**config.mk**
```make
export PLATFORM = sky130hd
export DESIGN_NAME = rs_array
export DESIGN_NICKNAME = d
export VERILOG_FILES = /design/src/rtl/rs_pkg.sv /design/src/rtl/rs_regstat.sv /design/src/rtl/rs_slot.sv /design/src/rtl/rs_select.sv /design/src/rtl/rs_array.sv
export SDC_FILE = /design/constraint.sdc
export NUM_CORES = 1
export LEC_CHECK = 0
export BUFFER_PORTS_ARGS = -buffer_cell sky130_fd_sc_hd__buf_2
export CAP_MARGIN = 25
export CORE_MARGIN = 2
export CORE_UTILIZATION = 56
export CTS_CLUSTER_DIAMETER = 100
export CTS_CLUSTER_SIZE = 16
export DETAILED_ROUTE_END_ITERATION = 16
export GPL_ROUTABILITY_DRIVEN = 1
export GPL_TIMING_DRIVEN = 0
export PLACE_DENSITY_LB_ADDON = 0.08
export SKIP_CTS_REPAIR_TIMING = 1
export SYNTH_ARGS = -nofsm -noshare
export SYNTH_HDL_FRONTEND = slang
export SYNTH_SLANG_ARGS = --single-unit
```
**constraint.sdc**
```tcl
create_clock -name clk -period 6.9 [get_ports clk]
set_input_delay 0.69 -clock clk [delete_from_list [all_inputs] [get_ports clk]]
set_output_delay 0.69 -clock clk [all_outputs]
set_load 0.1 [all_outputs]
```
**src/rtl/rs_pkg.sv**
```systemverilog
package rs_pkg;
  typedef enum logic [1:0] {
    SLOT_FREE = 2'd0,
    SLOT_WAIT = 2'd1,
    SLOT_EXEC = 2'd2
  } slot_state_e;
endpackage

```
**src/rtl/rs_regstat.sv**
```systemverilog
module rs_regstat #(
  parameter int NUM_REG = 8,
  parameter int DATA_W  = 32,
  parameter int TAG_W   = 4,
  parameter int REG_W   = $clog2(NUM_REG)
) (
  input  logic              clk,
  input  logic              rst,
  input  logic              flush,
  input  logic [REG_W-1:0]  rd1_idx,
  input  logic [REG_W-1:0]  rd2_idx,
  output logic [TAG_W-1:0]  rd1_tag,
  output logic [DATA_W-1:0] rd1_val,
  output logic [TAG_W-1:0]  rd2_tag,
  output logic [DATA_W-1:0] rd2_val,
  input  logic              ren_valid,
  input  logic [REG_W-1:0]  ren_idx,
  input  logic [TAG_W-1:0]  ren_tag,
  input  logic              cdb_valid,
  input  logic [TAG_W-1:0]  cdb_tag,
  input  logic [DATA_W-1:0] cdb_data
);
  logic [TAG_W-1:0]  stat_q [NUM_REG];
  logic [DATA_W-1:0] val_q  [NUM_REG];
  logic [NUM_REG-1:0] hit;

  always_comb begin
    for (int r = 0; r < NUM_REG; r++)
      hit[r] = cdb_valid && (stat_q[r] != '0) && (stat_q[r] == cdb_tag);
  end

  always_ff @(posedge clk) begin
    if (rst) begin
      for (int r = 0; r < NUM_REG; r++) begin
        stat_q[r] <= '0;
        val_q[r]  <= '0;
      end
    end else begin
      for (int r = 0; r < NUM_REG; r++) begin
        if (flush)
          stat_q[r] <= '0;
        else if (ren_valid && ren_idx == REG_W'(r))
          stat_q[r] <= ren_tag;
        else if (hit[r])
          stat_q[r] <= '0;
        if (hit[r])
          val_q[r] <= cdb_data;
      end
    end
  end

  assign rd1_tag = stat_q[rd1_idx];
  assign rd1_val = val_q[rd1_idx];
  assign rd2_tag = stat_q[rd2_idx];
  assign rd2_val = val_q[rd2_idx];

  for (genvar g = 0; g < NUM_REG; g++) begin : g_chk
    assert_status_clear_R5: assert property (@(posedge clk) disable iff (rst)
      (hit[g] && !flush && !(ren_valid && ren_idx == REG_W'(g))) |=> (stat_q[g] == '0));
    assert_rename_R3: assert property (@(posedge clk) disable iff (rst)
      (ren_valid && !flush && ren_idx == REG_W'(g)) |=> (stat_q[g] == $past(ren_tag)));
  end
endmodule

```
**src/rtl/rs_slot.sv**
```systemverilog
module rs_slot
  import rs_pkg::*;
#(
  parameter int OP_W   = 4,
  parameter int DATA_W = 32,
  parameter int TAG_W  = 4,
  parameter int RANK_W = 2,
  parameter int MY_TAG = 1
) (
  input  logic              clk,
  input  logic              rst,
  input  logic              flush,
  input  logic              alloc,
  input  logic [OP_W-1:0]   alloc_op,
  input  logic [TAG_W-1:0]  alloc_qj,
  input  logic [DATA_W-1:0] alloc_vj,
  input  logic [TAG_W-1:0]  alloc_qk,
  input  logic [DATA_W-1:0] alloc_vk,
  input  logic [RANK_W-1:0] alloc_rank,
  input  logic              cdb_valid,
  input  logic [TAG_W-1:0]  cdb_tag,
  input  logic [DATA_W-1:0] cdb_data,
  input  logic              grant,
  input  logic              iss_any,
  input  logic [RANK_W-1:0] iss_rank,
  output logic              busy,
  output logic              waiting,
  output logic              ready,
  output logic [RANK_W-1:0] rank,
  output logic [OP_W-1:0]   op,
  output logic [DATA_W-1:0] vj,
  output logic [DATA_W-1:0] vk
);
  localparam logic [TAG_W-1:0] TAG_V = TAG_W'(MY_TAG);

  slot_state_e       state_q;
  logic [TAG_W-1:0]  qj_q, qk_q;
  logic              hit_j, hit_k, done_hit;

  assign hit_j    = cdb_valid && (qj_q != '0) && (cdb_tag == qj_q);
  assign hit_k    = cdb_valid && (qk_q != '0) && (cdb_tag == qk_q);
  assign done_hit = cdb_valid && (cdb_tag == TAG_V);

  always_ff @(posedge clk) begin
    if (rst || flush) begin
      state_q <= SLOT_FREE;
      qj_q    <= '0;
      qk_q    <= '0;
      rank    <= '0;
    end else if (alloc) begin
      state_q <= SLOT_WAIT;
      op      <= alloc_op;
      qj_q    <= alloc_qj;
      vj      <= alloc_vj;
      qk_q    <= alloc_qk;
      vk      <= alloc_vk;
      rank    <= alloc_rank;
    end else begin
      case (state_q)
        SLOT_WAIT: begin
          if (grant) begin
            state_q <= SLOT_EXEC;
          end else begin
            if (hit_j) begin
              qj_q <= '0;
              vj   <= cdb_data;
            end
            if (hit_k) begin
              qk_q <= '0;
              vk   <= cdb_data;
            end
            if (iss_any && rank > iss_rank)
              rank <= rank - RANK_W'(1);
          end
        end
        SLOT_EXEC: if (done_hit) state_q <= SLOT_FREE;
        default: ;
      endcase
    end
  end

  assign busy    = (state_q != SLOT_FREE);
  assign waiting = (state_q == SLOT_WAIT);
  assign ready   = waiting && (qj_q == '0) && (qk_q == '0);

  assert_grant_ready_R9: assert property (@(posedge clk) disable iff (rst)
    grant |-> ready);
  assert_capture_j_R4: assert property (@(posedge clk) disable iff (rst)
    (waiting && hit_j && !flush && !grant) |=> (qj_q == '0));
  assert_capture_k_R4: assert property (@(posedge clk) disable iff (rst)
    (waiting && hit_k && !flush && !grant) |=> (qk_q == '0));
  assert_release_R9: assert property (@(posedge clk) disable iff (rst)
    (state_q == SLOT_EXEC && done_hit) |=> !busy);
endmodule

```
**src/rtl/rs_select.sv**
```systemverilog
module rs_select #(
  parameter int NUM_ENT = 4,
  parameter int RANK_W  = 2,
  parameter int IDX_W   = 2
) (
  input  logic [NUM_ENT-1:0]             ready,
  input  logic [NUM_ENT-1:0][RANK_W-1:0] rank,
  output logic [NUM_ENT-1:0]             grant,
  output logic                           any,
  output logic [IDX_W-1:0]               sel_idx,
  output logic [RANK_W-1:0]              sel_rank
);
  always_comb begin
    any      = 1'b0;
    sel_idx  = '0;
    sel_rank = '0;
    for (int i = 0; i < NUM_ENT; i++) begin
      if (ready[i] && (!any || rank[i] < sel_rank)) begin
        any      = 1'b1;
        sel_idx  = IDX_W'(i);
        sel_rank = rank[i];
      end
    end
    grant = '0;
    if (any) grant[sel_idx] = 1'b1;
  end
endmodule

```
**src/rtl/rs_array.sv**
```systemverilog
module rs_array #(
  parameter int NUM_ENT = 4,
  parameter int TAG_W   = 4,
  parameter int DATA_W  = 32,
  parameter int OP_W    = 4,
  parameter int NUM_REG = 8,
  parameter int REG_W   = $clog2(NUM_REG)
) (
  input  logic              clk,
  input  logic              rst,
  input  logic              flush,
  input  logic              disp_valid,
  input  logic [OP_W-1:0]   disp_op,
  input  logic [REG_W-1:0]  disp_src1,
  input  logic [REG_W-1:0]  disp_src2,
  input  logic [REG_W-1:0]  disp_dst,
  output logic              disp_ready,
  input  logic              cdb_valid,
  input  logic [TAG_W-1:0]  cdb_tag,
  input  logic [DATA_W-1:0] cdb_data,
  output logic              issue_valid,
  output logic [TAG_W-1:0]  issue_tag,
  output logic [OP_W-1:0]   issue_op,
  output logic [DATA_W-1:0] issue_a,
  output logic [DATA_W-1:0] issue_b
);
  localparam int IDX_W  = (NUM_ENT > 1) ? $clog2(NUM_ENT) : 1;
  localparam int RANK_W = IDX_W;

  logic [NUM_ENT-1:0]             busy, waiting, ready, grant, sel_grant;
  logic [NUM_ENT-1:0][RANK_W-1:0] rank;
  logic [OP_W-1:0]                s_op [NUM_ENT];
  logic [DATA_W-1:0]              s_vj [NUM_ENT];
  logic [DATA_W-1:0]              s_vk [NUM_ENT];
  logic                           sel_any, iss_fire, have_free, disp_fire;
  logic [IDX_W-1:0]               sel_idx, alloc_idx;
  logic [RANK_W-1:0]              sel_rank, new_rank;
  logic [TAG_W-1:0]               new_tag, rd1_tag, rd2_tag, src1_q, src2_q;
  logic [DATA_W-1:0]              rd1_val, rd2_val, src1_v, src2_v;

  always_comb begin
    have_free = 1'b0;
    alloc_idx = '0;
    for (int i = NUM_ENT-1; i >= 0; i--) begin
      if (!busy[i]) begin
        have_free = 1'b1;
        alloc_idx = IDX_W'(i);
      end
    end
  end

  assign disp_ready = have_free;
  assign disp_fire  = disp_valid && have_free && !flush;
  assign new_tag    = TAG_W'(alloc_idx) + TAG_W'(1);
  assign iss_fire   = sel_any && !flush;
  assign grant      = sel_grant & {NUM_ENT{!flush}};

  always_comb begin
    new_rank = '0;
    for (int i = 0; i < NUM_ENT; i++)
      new_rank = new_rank + RANK_W'(waiting[i] && !grant[i]);
  end

  rs_regstat #(.NUM_REG(NUM_REG), .DATA_W(DATA_W), .TAG_W(TAG_W), .REG_W(REG_W)) u_regstat (
    .clk(clk), .rst(rst), .flush(flush),
    .rd1_idx(disp_src1), .rd2_idx(disp_src2),
    .rd1_tag(rd1_tag), .rd1_val(rd1_val), .rd2_tag(rd2_tag), .rd2_val(rd2_val),
    .ren_valid(disp_fire), .ren_idx(disp_dst), .ren_tag(new_tag),
    .cdb_valid(cdb_valid), .cdb_tag(cdb_tag), .cdb_data(cdb_data)
  );

  // A producer broadcasting in the dispatch cycle is forwarded straight in.
  always_comb begin
    src1_q = rd1_tag;
    src1_v = rd1_val;
    if (rd1_tag != '0 && cdb_valid && cdb_tag == rd1_tag) begin
      src1_q = '0;
      src1_v = cdb_data;
    end
    src2_q = rd2_tag;
    src2_v = rd2_val;
    if (rd2_tag != '0 && cdb_valid && cdb_tag == rd2_tag) begin
      src2_q = '0;
      src2_v = cdb_data;
    end
  end

  for (genvar g = 0; g < NUM_ENT; g++) begin : g_slot
    rs_slot #(.OP_W(OP_W), .DATA_W(DATA_W), .TAG_W(TAG_W), .RANK_W(RANK_W), .MY_TAG(g + 1)) u_slot (
      .clk(clk), .rst(rst), .flush(flush),
      .alloc(disp_fire && alloc_idx == IDX_W'(g)),
      .alloc_op(disp_op), .alloc_qj(src1_q), .alloc_vj(src1_v),
      .alloc_qk(src2_q), .alloc_vk(src2_v), .alloc_rank(new_rank),
      .cdb_valid(cdb_valid), .cdb_tag(cdb_tag), .cdb_data(cdb_data),
      .grant(grant[g]), .iss_any(iss_fire), .iss_rank(sel_rank),
      .busy(busy[g]), .waiting(waiting[g]), .ready(ready[g]), .rank(rank[g]),
      .op(s_op[g]), .vj(s_vj[g]), .vk(s_vk[g])
    );
    assert_oldest_R8: assert property (@(posedge clk) disable iff (rst)
      (sel_any && ready[g]) |-> (sel_rank <= rank[g]));
  end

  rs_select #(.NUM_ENT(NUM_ENT), .RANK_W(RANK_W), .IDX_W(IDX_W)) u_select (
    .ready(ready), .rank(rank), .grant(sel_grant), .any(sel_any),
    .sel_idx(sel_idx), .sel_rank(sel_rank)
  );

  always_ff @(posedge clk) begin
    if (rst) begin
      issue_valid <= 1'b0;
      issue_tag   <= '0;
      issue_op    <= '0;
      issue_a     <= '0;
      issue_b     <= '0;
    end else begin
      issue_valid <= iss_fire;
      if (iss_fire) begin
        issue_tag <= TAG_W'(sel_idx) + TAG_W'(1);
        issue_op  <= s_op[sel_idx];
        issue_a   <= s_vj[sel_idx];
        issue_b   <= s_vk[sel_idx];
      end
    end
  end

  assert_one_grant_R9: assert property (@(posedge clk) disable iff (rst)
    $onehot0(grant));
  assert_flush_empty_R10: assert property (@(posedge clk) disable iff (rst)
    flush |=> (disp_ready && !issue_valid));
  assert_tag_nonzero_R2: assert property (@(posedge clk) disable iff (rst)
    issue_valid |-> (issue_tag != '0));
endmodule

```
==> impl_metrics.yaml <==
setup_path:
  cp_common_cell: "ha_1"
  critPathArrivalTime_ns: 7.08
  critPathKind: "flip-flop to flip-flop"
  worst_setup_path_start_kind: "flip-flop"
  end_kind: "flip-flop"
  cpMaxStageDelayCell: "fa_1"
  ff2ff_path_depth: 28
  cp.required_ns: 7.42
  crit_fanout: 10
  critPathMaxStageDelay_ns: 0.47
power:
  leakagePower_nw: 12.8
  ir_drop_uv: 200
  clockPowerShare_pct: 33.1
  switching_share_pct: 25.6
  p_seq_share_pct: 55.5
  finalPower_mw: 8.13
  internal-power_mw: 6.04
  pwr-share-comb_pct: 11.5
  p_per_area_nw_per_um2: 229
  switching_power_mw: 2.08
synthesis:
  synth_cells: 2606
  ys_types: 60
  synthesis.area_um2: 31900
  ys_seq_area_share_pct: 59.0
  async_flop_share_pct: 0
  synth_edf_count: 552
  ys_ff_latch: 664
  syn-num-nets: 2689
  syn-mean-instance-area_um2: 12.2
  yosysWarnings: 0
  ys.flop_type: "edfxtp_1"
floorplanning:
  io_pins: 128
  die_x_um: 243
  coreArea_um2: 56400
  chipHeight_um: 243
  die_area_um2: 58900
  num_rows: 87
  initial_utilization_pct: 56.6
sta:
  finalSetupViolCount: 0
  drv_slew: 0
  fin_crit_ns: 6.56
  worstMarginPinSlew_ns: 1.15
  hold_viol: 0
  fmax_mhz: 152
  skew_ns: 0.0198
  period_share_pct: 95.0
  hold_ws_ns: 0.291
  rsz0062_at_grt: "yes"
  tns_ns: 0
  setup_slack_ns: 0.342
  max-slew-margin-rel_pct: 23.2
final_layout:
  regArea_um2: 18800
  drive_above_1_share_pct: 15.1
  final_common_cell: "edfxtp_1"
  mostFrequentLayoutCells: "edfxtp_1, nor2_1, a21oi_1"
  finalInstanceArea_um2: 35500
  syn_to_final_growth_pct: 11.1
  final_util_pct: 62.9
  multi_input_area_um2: 12200
  fin_cells: 3567
  fin_nets: 2863
  fillers: 4483
global_route:
  grt_pass1_vias: 22700
  grt_max_degree: 29
  grtUsageTotal_pct: 33.1
  grt_overflow_total: 0
  grt_pass1_wl_mm: 143
  antenna_found_initial: 4
clock_network:
  worstSkewPairLatency_ns: 0.62
  htreeDepth: 2
  cts_buffers: 47
  clock-sinks: 664
  clockBufferDepth: 3
  tritoncts: "yes"
  cts.clk_slew.worst_paths_ns: 0.08
  clockRootBuffer: "clkbuf_16"
placed_design:
  placed_area_um2: 33800
  post-place-ws_ns: -1.59
  dp_hpwl_mm: 70.6
  port_buffers: 87
  dp.cells: 3468
  gp_congestion: 0.913
routing:
  drc: 0
  drt_pass1_iterations: 6
  drt_iter0_drc: 3466
  routed_via_density: 6.55
  routedWlPerCell_um: 27.8
  postRouteAntennaNets: 0
  via_count: 23400
  wl_mm: 99.1
run:
  maxCapViolCount: 0
run_status:
  run_status: "finished clean"
hold_path:
  min_path_type: "input port to flip-flop"
  worst_hold_path.num_cells: 1
[cells in the mapped netlist, types with 6 or more instances]
cell type  instances  share of area, %
edfxtp_1         552                52
nor2_1           551               6.5
a21oi_1          350               5.5
mux4_2           140               9.9
mux2i_1          137               4.3
clkbuf_1         114               1.3
dfxtp_1          112               7.0
nand2_1           66              0.78
buf_2             56              0.88
inv_1             55              0.65
a211oi_1          50               1.2
buf_1             47              0.55
o221ai_1          41               1.1
nand3_1           38              0.60
ha_1              28               1.1
o311a_1           27              0.85
or4_1             27              0.64
a22o_1            24              0.66
xor2_1            22              0.60
xnor2_1           21              0.58
nor3_1            18              0.28
o21ai_0           16              0.25
o31ai_1           10              0.24
a31oi_1            9              0.18
nor2_2             8              0.16
nor3b_1            8              0.19
o211ai_1           8              0.19
and2_1             6              0.12
[kinds of logic (layout without fill, tap and decap cells)]
logic type               after synthesis  after routing  share of synthesized area [%]
XOR/XNOR                              43             43                           1.18
adder cells (fa/ha/maj)               29             29                           1.16
buffers and inverters                274            476                           3.45
AND/OR/NAND/NOR                      753            753                           9.92
other                                  1              3                         0.0117
AO/OA/AOI/OAI                        561            562                           10.9
flip-flops                           664            664                           59.0
multiplexers                         281            281                           14.4
[critical path, delay by kind of cell (launching register included)]
family | cells | cell delay (ns)
AO/OA/AOI/OAI | 10 | 1.96
XOR/XNOR | 1 | 0.25
adder cells (fa/ha/maj) | 6 | 1.90
buffers and inverters | 4 | 0.82
flip-flops | 1 | 0.36
multiplexers | 1 | 0.24
AND/OR/NAND/NOR | 6 | 0.94
[sequential cells by signal, summed over array words and instances (netlist names)]
| name | cells |
|---|---|
| g_slot.u_slot.vj | 128 |
| issue_op | 4 |
| u_regstat.stat_q | 24 |
| u_regstat.val_q | 256 |
| g_slot.u_slot.qj_q | 12 |
| issue_valid | 1 |
| g_slot.u_slot.state_q | 8 |
| g_slot.u_slot.vk | 128 |
| g_slot.u_slot.rank | 8 |
| g_slot.u_slot.qk_q | 12 |
| g_slot.u_slot.op | 16 |
| issue_b | 32 |
| issue_a | 32 |
| issue_tag | 3 |
[power groups by stage]
stage	sequential (mW)	clock [mW]	combinational, mW
detailed placement	4.60	0	0.899
floorplan	4.67	0	0.516
global placement	4.59	0	0.862
global route	4.52	2.84	0.980
CTS	4.50	2.68	0.901
finish	4.51	2.69	0.932
[layout make-up]
class                   instances  area share, %
diodes                          2         0.0141
plain buffers                 217           2.54
clock buffers                  75           3.67
clock inverters                 3         0.0952
inverters                      56          0.592
multi-input cells            1669           34.4
flip-flops and latches        664           53.0
well taps                     756           2.67
repair buffers                125           3.02
[layer usage]
layer | up-vias | wire length [µm] | GRT usage, %
met4 | 2 | 3820 | 12.4
met5 | - | 16 | 0
met2 | 1454 | 46000 | 52.3
met3 | 222 | 11500 | 7.28
li1 | 10100 | - | -
met1 | 11600 | 37900 | 45.4
[final timing paths]
| check | to | slack [ns] | startpoint |
|---|---|---|---|
| min reg2reg | issue_tag[2]$_SDFFE_PP0P_ | 0.46 | issue_tag[2]$_SDFFE_PP0P_ |
| max reg2reg | g_slot[3].u_slot.rank[1]$_SDFFE_PN0P_ | 0.34 | g_slot[0].u_slot.qk_q[1]$_SDFFE_PN0P_ |
| min | g_slot[0].u_slot.op[1]$_DFFE_PP_ | 0.29 | disp_op[1] |
| max | g_slot[3].u_slot.rank[1]$_SDFFE_PN0P_ | 0.34 | g_slot[0].u_slot.qk_q[1]$_SDFFE_PN0P_ |
No activity file was read; power rests on OpenSTA's default activity.
